File: config.mk
export PLATFORM = sky130hd
export DESIGN_NAME = psr_unit
export DESIGN_NICKNAME = d
export VERILOG_FILES = /design/src/rtl/psr_pkg.sv /design/src/rtl/psr_ctrl.sv /design/src/rtl/psr_dpath.sv /design/src/rtl/psr_unit.sv
export SDC_FILE = /design/constraint.sdc
export NUM_CORES = 1
export LEC_CHECK = 0
export CAP_MARGIN = 30
export CORE_UTILIZATION = 29
export CTS_CLUSTER_DIAMETER = 150
export DETAILED_ROUTE_END_ITERATION = 12
export PLACE_DENSITY_LB_ADDON = 0.15
export RECOVER_POWER = 100
export SLEW_MARGIN = 20
export SYNTH_ARGS = -nofsm -noshare
export SYNTH_HDL_FRONTEND = slang
export SYNTH_HIERARCHICAL = 1
export SYNTH_SLANG_ARGS = --single-unit
File: constraint.sdc
create_clock -name clk -period 1.1 [get_ports clk]
set_input_delay 0.165 -clock clk [delete_from_list [all_inputs] [get_ports clk]]
set_output_delay 0.165 -clock clk [all_outputs]
set_load 0.05 [all_outputs]
File: src/rtl/psr_pkg.sv
package psr_pkg;
  localparam int FLAG_W = 8;
  localparam int CMD_W  = 4;
  localparam int SEL_W  = 3;

  localparam int BIT_C = 0;
  localparam int BIT_Z = 1;
  localparam int BIT_I = 2;
  localparam int BIT_D = 3;
  localparam int BIT_B = 4;
  localparam int BIT_U = 5;
  localparam int BIT_V = 6;
  localparam int BIT_N = 7;

  localparam logic [FLAG_W-1:0] MASK_B = FLAG_W'(1) << BIT_B;
  localparam logic [FLAG_W-1:0] MASK_U = FLAG_W'(1) << BIT_U;
  localparam logic [FLAG_W-1:0] ALU_OK = ~(MASK_B | MASK_U);
  localparam logic [FLAG_W-1:0] RST_VAL = MASK_U;

  typedef enum logic [CMD_W-1:0] {
    CMD_NONE  = 4'd0,
    CMD_CLR_C = 4'd1,
    CMD_SET_C = 4'd2,
    CMD_CLR_D = 4'd3,
    CMD_SET_D = 4'd4,
    CMD_CLR_I = 4'd5,
    CMD_SET_I = 4'd6,
    CMD_CLR_V = 4'd7,
    CMD_BRK   = 4'd8
  } cmd_e;

  typedef struct packed {
    logic [FLAG_W-1:0] setVec;
    logic [FLAG_W-1:0] clrVec;
  } strobe_t;
endpackage

File: src/rtl/psr_ctrl.sv
module psr_ctrl
  import psr_pkg::*;
(
  input  logic             clk,
  input  logic             rstN,
  input  logic [CMD_W-1:0] flagCmd,
  output strobe_t          stb,
  output logic             halted
);
  logic haltQ;

  always_comb begin
    stb = '0;
    case (flagCmd)
      CMD_CLR_C: stb.clrVec[BIT_C] = 1'b1;
      CMD_SET_C: stb.setVec[BIT_C] = 1'b1;
      CMD_CLR_D: stb.clrVec[BIT_D] = 1'b1;
      CMD_SET_D: stb.setVec[BIT_D] = 1'b1;
      CMD_CLR_I: stb.clrVec[BIT_I] = 1'b1;
      CMD_SET_I: stb.setVec[BIT_I] = 1'b1;
      CMD_CLR_V: stb.clrVec[BIT_V] = 1'b1;
      CMD_BRK:   stb.setVec[BIT_B] = 1'b1;
      default:   stb = '0;
    endcase
  end

  always_ff @(posedge clk or negedge rstN) begin
    if (!rstN)                  haltQ <= 1'b0;
    else if (flagCmd == CMD_BRK) haltQ <= 1'b1;
  end

  assign halted = haltQ;

  // at most one flag action per command
  p_one_action_r6: assert property (@(posedge clk) disable iff (!rstN)
    $onehot0({stb.setVec, stb.clrVec}));

  // overflow is never set by a command
  p_no_set_v_r7: assert property (@(posedge clk) disable iff (!rstN)
    !stb.setVec[BIT_V]);

  p_brk_halts_r10: assert property (@(posedge clk) disable iff (!rstN)
    (flagCmd == CMD_BRK) |=> halted);

  p_halt_sticky_r10: assert property (@(posedge clk) disable iff (!rstN)
    halted |=> halted);
endmodule

File: src/rtl/psr_dpath.sv
module psr_dpath
  import psr_pkg::*;
(
  input  logic              clk,
  input  logic              rstN,
  input  strobe_t           stb,
  input  logic [FLAG_W-1:0] aluMask,
  input  logic [FLAG_W-1:0] aluVal,
  input  logic              pullEn,
  input  logic [FLAG_W-1:0] pullData,
  input  logic [SEL_W-1:0]  brSel,
  output logic [FLAG_W-1:0] statusOut,
  output logic [FLAG_W-1:0] pushData,
  output logic              brTaken
);
  logic [FLAG_W-1:0] flagQ;
  logic [FLAG_W-1:0] flagD;
  logic [FLAG_W-1:0] pulled;
  logic [FLAG_W-1:0] aluEff;
  logic [3:0]        condVec;

  assign pulled = (pullData & ~MASK_B) | MASK_U;
  assign aluEff = aluMask & ALU_OK;

  // Per-bit priority: pull, then ALU, then set, then clear
  always_comb begin
    for (int i = 0; i < FLAG_W; i++) begin
      if (pullEn)              flagD[i] = pulled[i];
      else if (aluEff[i])      flagD[i] = aluVal[i];
      else if (stb.setVec[i])  flagD[i] = 1'b1;
      else if (stb.clrVec[i])  flagD[i] = 1'b0;
      else                     flagD[i] = flagQ[i];
    end
    flagD[BIT_U] = 1'b1;
  end

  always_ff @(posedge clk or negedge rstN) begin
    if (!rstN) flagQ <= RST_VAL;
    else       flagQ <= flagD;
  end

  assign statusOut = flagQ;
  assign pushData  = flagQ | MASK_B | MASK_U;

  // Selector pairs: 0 negative, 1 overflow, 2 carry, 3 zero; bit 0 gives polarity
  assign condVec = {flagQ[BIT_Z], flagQ[BIT_C], flagQ[BIT_V], flagQ[BIT_N]};
  assign brTaken = (condVec[brSel[SEL_W-1:1]] == brSel[0]);

  p_pull_load_r3: assert property (@(posedge clk) disable iff (!rstN)
    pullEn |=> statusOut == (($past(pullData) & 8'hEF) | 8'h20));

  p_hold_r5: assert property (@(posedge clk) disable iff (!rstN)
    (!pullEn && aluMask == '0 && stb == '0) |=> $stable(statusOut));

  p_alu_wins_r8: assert property (@(posedge clk) disable iff (!rstN)
    (!pullEn && aluMask[BIT_C]) |=> statusOut[BIT_C] == $past(aluVal[BIT_C]));

  p_brk_flag_r10: assert property (@(posedge clk) disable iff (!rstN)
    (!pullEn && stb.setVec[BIT_B]) |=> statusOut[BIT_B]);

  p_unused_high_r11: assert property (@(posedge clk) disable iff (!rstN)
    (pullEn && !pullData[BIT_U]) |=> statusOut[BIT_U]);
endmodule

File: src/rtl/psr_unit.sv
module psr_unit
  import psr_pkg::*;
(
  input  logic              clk,
  input  logic              rstN,
  input  logic [CMD_W-1:0]  flagCmd,
  input  logic [FLAG_W-1:0] aluMask,
  input  logic [FLAG_W-1:0] aluVal,
  input  logic              pullEn,
  input  logic [FLAG_W-1:0] pullData,
  input  logic [SEL_W-1:0]  brSel,
  output logic [FLAG_W-1:0] statusOut,
  output logic [FLAG_W-1:0] pushData,
  output logic              brTaken,
  output logic              halted
);
  strobe_t stb;

  psr_ctrl u_ctrl (
    .clk     (clk),
    .rstN    (rstN),
    .flagCmd (flagCmd),
    .stb     (stb),
    .halted  (halted)
  );

  psr_dpath u_dpath (
    .clk       (clk),
    .rstN      (rstN),
    .stb       (stb),
    .aluMask   (aluMask),
    .aluVal    (aluVal),
    .pullEn    (pullEn),
    .pullData  (pullData),
    .brSel     (brSel),
    .statusOut (statusOut),
    .pushData  (pushData),
    .brTaken   (brTaken)
  );
endmodule

==> metrics.md, run 1 <==
| Metric | Value |
|---|---|
| Clock Sinks | `8` |
| Area grow syn2layout | `106%` |
| Slew Limit Fails | `0` |
| Skew final | `0 ns` |
| Logic gate share of total power | `0.556` |
| IO Pins | `52` |
| Initial DRC Count | `2` |
| Worst path required time | `0.94 ns` |
| Post-synthesis area per instance | `8.44 um2` |
| P_sw | `0.481 mW` |
| Area of the mapped netlist | `624 um2` |
| Vias in the first global route | `583` |
| Total stage count of the critical path | `3` |
| Power Dens Cells | `1020 nW/um2` |
| Pwr Total | `1.32 mW` |
| Clk pwr share | `0.187` |
| Initial antenna violation count | `0` |
| Yosys Warn Count | `6` |
| Die X | `48.4 um` |
| Peak Freq | `591 MHz` |
| RSZ-0062 raised after global routing | `true` |
| Tmin final | `1.69 ns` |
| CORE AREA | `2000 um2` |
| Setup CP Type | `reg2out` |
| Leakage | `0.554 nW` |
| Reg2Reg Depth | `5` |
| Final Setup Violations | `8` |
| Die Span Y | `48.4 um` |
| CP Data Arrival Time | `1.53 ns` |
| Effective utilization at floorplan | `0.312` |
| Switching portion of total power | `0.365` |
| Design area | `1290 um2` |
| Setup ws final | `-0.591 ns` |
| DRT Pass-1 Iters | `4` |
| DRC viols | `0` |
| Cts hold-fix bufs | `0` |
| Hold WC Path Type | `in2async` |
| Filler cells | `172` |
| Setup crit end kind | `primary output` |
| Dpl cell area | `1230 um2` |
| H-tree Lvls | `1` |
| Flop pwr share | `0.257` |
| Failing checks | `negative setup slack` |
| Area of the multi-input gates | `408 um2` |
| Total wire length | `1590 um` |
| Antenna-violating nets left | `0` |
| Cell row count | `16` |
| Tot GR Track Use | `0.143` |
| First-pass GRT wire length | `2540 um` |
| Number of port buffers | `42` |
| Worst-Skew Late Latency | `0.26 ns` |
| Congestion Overflow GR | `0` |
| Register area | `208 um2` |
| Routed vias/inst | `4.35` |
| Pint | `0.838 mW` |
| Clock buffer count from CTS | `3` |
| Share of cells above drive strength 1 | `0.400` |
| Critical Path Source Type | `flop` |
| Delay-heaviest family, CP | `multiplexers` |
| Pre-CTS setup slack | `-0.630 ns` |
| Commonest non-fill, non-tap cells in the layout | `clkdlybuf4s50_1, buf_12, conb_1, nand2_1, nand2b_1` |
| Crit-path max cell delay | `0.53 ns` |
| Peak VDD IR | `0.000585 V` |
| Hold Vio Cnt, Final | `0` |
| Root buf cell | `clkbuf_4` |
| Commonest non-fill, non-tap cell in the layout | `clkdlybuf4s50_1` |
| Post-DP HPWL | `1330 um` |
| Largest net degree at the start of global routing | `14` |
| CTS tree | `done` |
| Placer congestion estimate | `0.742` |
| Outcome | `finished, violations left` |
| # nets final | `155` |
| N_diodes | `0` |
| Crit-path slowest cell | `mux4_2` |
| WL per Instance | `10.8 um` |
| Worst Path Max Fanout | `2` |
| Crit path cell chain | `mux4_2 > xnor2_4 > buf_12` |
| Synth Instances | `74` |
| CTS Buffer Depth | `2` |
| Vias post-DR | `639` |
| # Max-Cap Violations | `0` |
| Critical path buffers and inverters | `1` |
| Fin crit share | `1.54` |
| Die area | `2340 um2` |
| Worst-path clk slew | `0.06 ns` |
[power by group through the flow]
stage / registers [mW] / clock network, mW / logic [mW]
after global placement: 0.340 / 0 / 0.715
after floorplan: 0.426 / 0 / 0.277
after global routing: 0.341 / 0.280 / 0.768
after detailed placement: 0.340 / 0 / 0.724
final: 0.339 / 0.246 / 0.734
after CTS: 0.343 / 0.260 / 0.724
[worst register-to-register path: stages (launching register included)]
cell     delay [ns]
dfrtp_2        0.41
buf_4          0.13
buf_6          0.12
nor2b_1        0.12
o31ai_1        0.24
o21ai_1        0.11
[repair_timing]
action | CTS | global route
endpoints found under the hold margin | 0 | 0
resized for setup | 13 | 20
buffers inserted | 0 | 3
setup endpoints to repair | 19 | 17
pin swaps | 4 | 9
[path summary, 6_finish.rpt]
kind                                 startpoint                    to  slack (ns)
setup / recovery           u_dpath/statusOut[1]               brTaken       -0.59
hold / removal                             rstN  u_dpath/statusOut[2]        0.25
min in group clk                     flagCmd[0]  u_dpath/statusOut[4]        0.34
hold reg to reg                   u_ctrl/halted         u_ctrl/halted        0.47
setup reg to reg           u_dpath/statusOut[1]  u_dpath/statusOut[1]       -0.16
max in group asynchronous                  rstN  u_dpath/statusOut[6]        0.57
[through the flow]
| stage | utilization | setup TNS (ns) | hold slack [ns] | std cells |
|---|---|---|---|---|
| 2_1_floorplan | - | -0.520 | -0.131 | 81 |
| 6_report | 0.644 | -1.02 | 0.250 | 147 |
| 3_5_place_dp | 0.616 | -2.76 | 0.469 | 143 |
| 3_3_place_gp | 0.616 | -2.58 | 0.465 | 143 |
| 4_1_cts | 0.637 | -0.917 | 0.186 | 146 |
| 5_1_grt | 0.644 | -1.53 | 0.275 | 147 |
[state kept, by name (all words and copies together), names as in the netlist]
signal / cells
u_ctrl/halted: 1
u_dpath/statusOut: 7
[cell type report]
class                      instances  area share
timing repair buffer              51       0.473
tap                               27      0.0262
inverter                           1     0.00291
clock buffer                       4      0.0204
sequential                         8       0.161
multi-input combinational         56       0.317
[routing by layer]
layer	vias to the layer above	global-route usage	share of wire
met2	26	0.235	0.51
met1	291	0.167	0.41
met4	0	0.0882	0.020
met5	-	0	0
li1	318	-	-
met3	4	0.0346	0.060
(Power assumes the default switching activity.)
==> run 2, diff against run 1 <==
--- a/config.mk
+++ b/config.mk
@@ -11,6 +11,7 @@
 export DETAILED_ROUTE_END_ITERATION = 12
 export PLACE_DENSITY_LB_ADDON = 0.15
 export RECOVER_POWER = 100
+export SETUP_SLACK_MARGIN = 0.02
 export SLEW_MARGIN = 20
 export SYNTH_ARGS = -nofsm -noshare
 export SYNTH_HDL_FRONTEND = slang
==> run 2 against run 1 <==
- the run still ends with negative setup slack left
- first-iteration DRC count up 50%
- register-to-register slack about the same
- power up 0.74%
- critical path type unchanged
- largest power group unchanged
- highest routed layer unchanged
==> metrics.md, run 2 (synthesis results as in run 1) <==
| Metric | Value |
|---|---|
| Slew Limit Fails | `0 (unchanged)` |
| CORE AREA | `2000 um2 (unchanged)` |
| Clock buffer count from CTS | `3 (unchanged)` |
| Switching portion of total power | `0.364 (-0.000543)` |
| Failing checks | `negative setup slack` |
| Commonest non-fill, non-tap cells in the layout | `clkdlybuf4s50_1, buf_12, conb_1, nand2_1, nand2b_1` |
| Antenna-violating nets left | `0 (unchanged)` |
| H-tree Lvls | `1 (unchanged)` |
| Tot GR Track Use | `0.143 (unchanged)` |
| Post-DP HPWL | `1330 um (unchanged)` |
| Hold Vio Cnt, Final | `0 (unchanged)` |
| Largest register FFs | `7 (unchanged)` |
| Worst-path clk slew | `0.06 ns (about the same)` |
| Clk pwr share | `0.185 (-0.002)` |
| Clock Sinks | `8 (unchanged)` |
| Root buf cell | `clkbuf_4` |
| Outcome | `finished, violations left` |
| Pwr Total | `1.33 mW (+0.74%)` |
| Cts hold-fix bufs | `0 (unchanged)` |
| Setup ws final | `-0.591 ns (+0.000220 ns)` |
| Vias in the first global route | `581 (-0.34%)` |
| CP Data Arrival Time | `1.53 ns (about the same)` |
| Vias post-DR | `643 (+0.63%)` |
| WL per Instance | `11.1 um (+2.3%)` |
| Initial antenna violation count | `0 (unchanged)` |
| Logic gate share of total power | `0.559 (+0.003)` |
| Setup CP Type | `reg2out` |
| Total wire length | `1630 um (+2.3%)` |
| Peak VDD IR | `0.000587 V (+0.45%)` |
| DRT Pass-1 Iters | `4 (unchanged)` |
| Area grow syn2layout | `109%` |
| First-pass GRT wire length | `2540 um (unchanged)` |
| Min Hold Slack | `0.250 ns (-0.0000270 ns)` |
| Setup crit end kind | `primary output` |
| IO Pins | `52 (unchanged)` |
| DRC viols | `0 (unchanged)` |
| # nets final | `155 (unchanged)` |
| Hold WC Path Type | `in2async` |
| Worst path required time | `0.94 ns (about the same)` |
| Routed vias/inst | `4.37 (+0.63%)` |
| Initial DRC Count | `3 (+1)` |
| Effective utilization at floorplan | `0.312 (unchanged)` |
| Worst Path Max Fanout | `2 (unchanged)` |
| Worst-Skew Late Latency | `0.26 ns (about the same)` |
| Final Setup Violations | `8 (unchanged)` |
| Critical Path Source Type | `flop` |
| Flop pwr share | `0.256 (about the same)` |
| RSZ-0062 raised after global routing | `true` |
| # Max-Cap Violations | `0 (unchanged)` |
| Peak Freq | `591 MHz (about the same)` |
| Dpl cell area | `1230 um2 (unchanged)` |
| Tmin final | `1.69 ns (-0.000220 ns)` |
| Placer congestion estimate | `0.742 (unchanged)` |
| Commonest non-fill, non-tap cell in the layout | `clkdlybuf4s50_1` |
| Design area | `1310 um2 (+1.3%)` |
| TNS Setup | `-1.02 ns (+0.00435 ns)` |
| P_sw | `0.484 mW (+0.59%)` |
| Pint | `0.845 mW (+0.83%)` |
| Cell row count | `16 (unchanged)` |
| Largest net degree at the start of global routing | `14 (unchanged)` |
| Power Dens Cells | `1020 nW/um2 (-0.51%)` |
| Filler cells | `170 (-1.2%)` |
| Number of port buffers | `42 (unchanged)` |
| CTS tree | `done` |
| N_diodes | `0 (unchanged)` |
| Share of cells above drive strength 1 | `0.417 (+0.0167)` |
| Congestion Overflow GR | `0 (unchanged)` |
| Die Span Y | `48.4 um (unchanged)` |
| Skew final | `0 ns (unchanged)` |
| Fin crit share | `1.54 (about the same)` |
| Die X | `48.4 um (unchanged)` |
| CTS Buffer Depth | `2 (unchanged)` |
| Die area | `2340 um2 (unchanged)` |
| Leakage | `0.562 nW (+1.3%)` |
## run 2: critical path, stage by stage (launching register included)
cell and delay, ns:
dfrtp_2 0.41, mux4_2 0.53, xnor2_4 0.17, buf_12 0.15
## run 2: area by class of cell
cell class	count	area [um2]	area share
Clock buffer	4	26.3	0.0201
Multi-Input combinational cell	56	418	0.320
Sequential cell	8	208	0.159
Timing Repair Buffer	51	616	0.472
Inverter	1	3.75	0.00288
Tap cell	27	33.8	0.0259
## run 2: final timing paths
| path | slack, ns | cells after the start | start | end |
|---|---|---|---|---|
| setup / recovery | -0.59 | 3 | u_dpath/statusOut[1] | brTaken |
| hold / removal | 0.25 | 1 | rstN | u_dpath/statusOut[2] |
| setup reg to reg | -0.16 | 5 | u_dpath/statusOut[1] | u_dpath/statusOut[1] |
| hold reg to reg | 0.47 | 1 | u_ctrl/halted | u_ctrl/halted |
| max in group asynchronous | 0.57 | 1 | rstN | u_dpath/statusOut[6] |
| min in group clk | 0.34 | 4 | flagCmd[0] | u_dpath/statusOut[4] |
## run 2: stage by stage
step           utilization  setup slack (ns)  std cells
4_1_cts              0.637            -0.599        146
3_5_place_dp         0.616            -0.630        143
3_3_place_gp         0.616            -0.625        143
6_report             0.652            -0.591        147
2_1_floorplan            -            -0.520         81
5_1_grt              0.652            -0.637        147
## run 2: power groups by stage
stage	clock (mW)	sequential, mW	combinational (mW)
3_5_place_dp	0	0.340	0.724
2_1_floorplan	0	0.426	0.277
5_1_grt	0.280	0.343	0.777
4_1_cts	0.260	0.343	0.725
3_3_place_gp	0	0.340	0.715
6_report	0.246	0.340	0.742
## run 2: routing by layer
metal / vias up / share of wire / track usage
met4: 0 / 0.019 / 0.0882
met1: 294 / 0.41 / 0.167
li1: 319 / - / -
met5: - / 0 / 0
met3: 4 / 0.057 / 0.0346
met2: 26 / 0.52 / 0.235
## run 2: repair_timing
item                                    4_1_cts  5_1_grt
cloned                                        0        0
pin swaps                                     4       10
endpoints found under the setup margin       19       17
setup buffers                                 0        3
gates resized for setup                      15       22
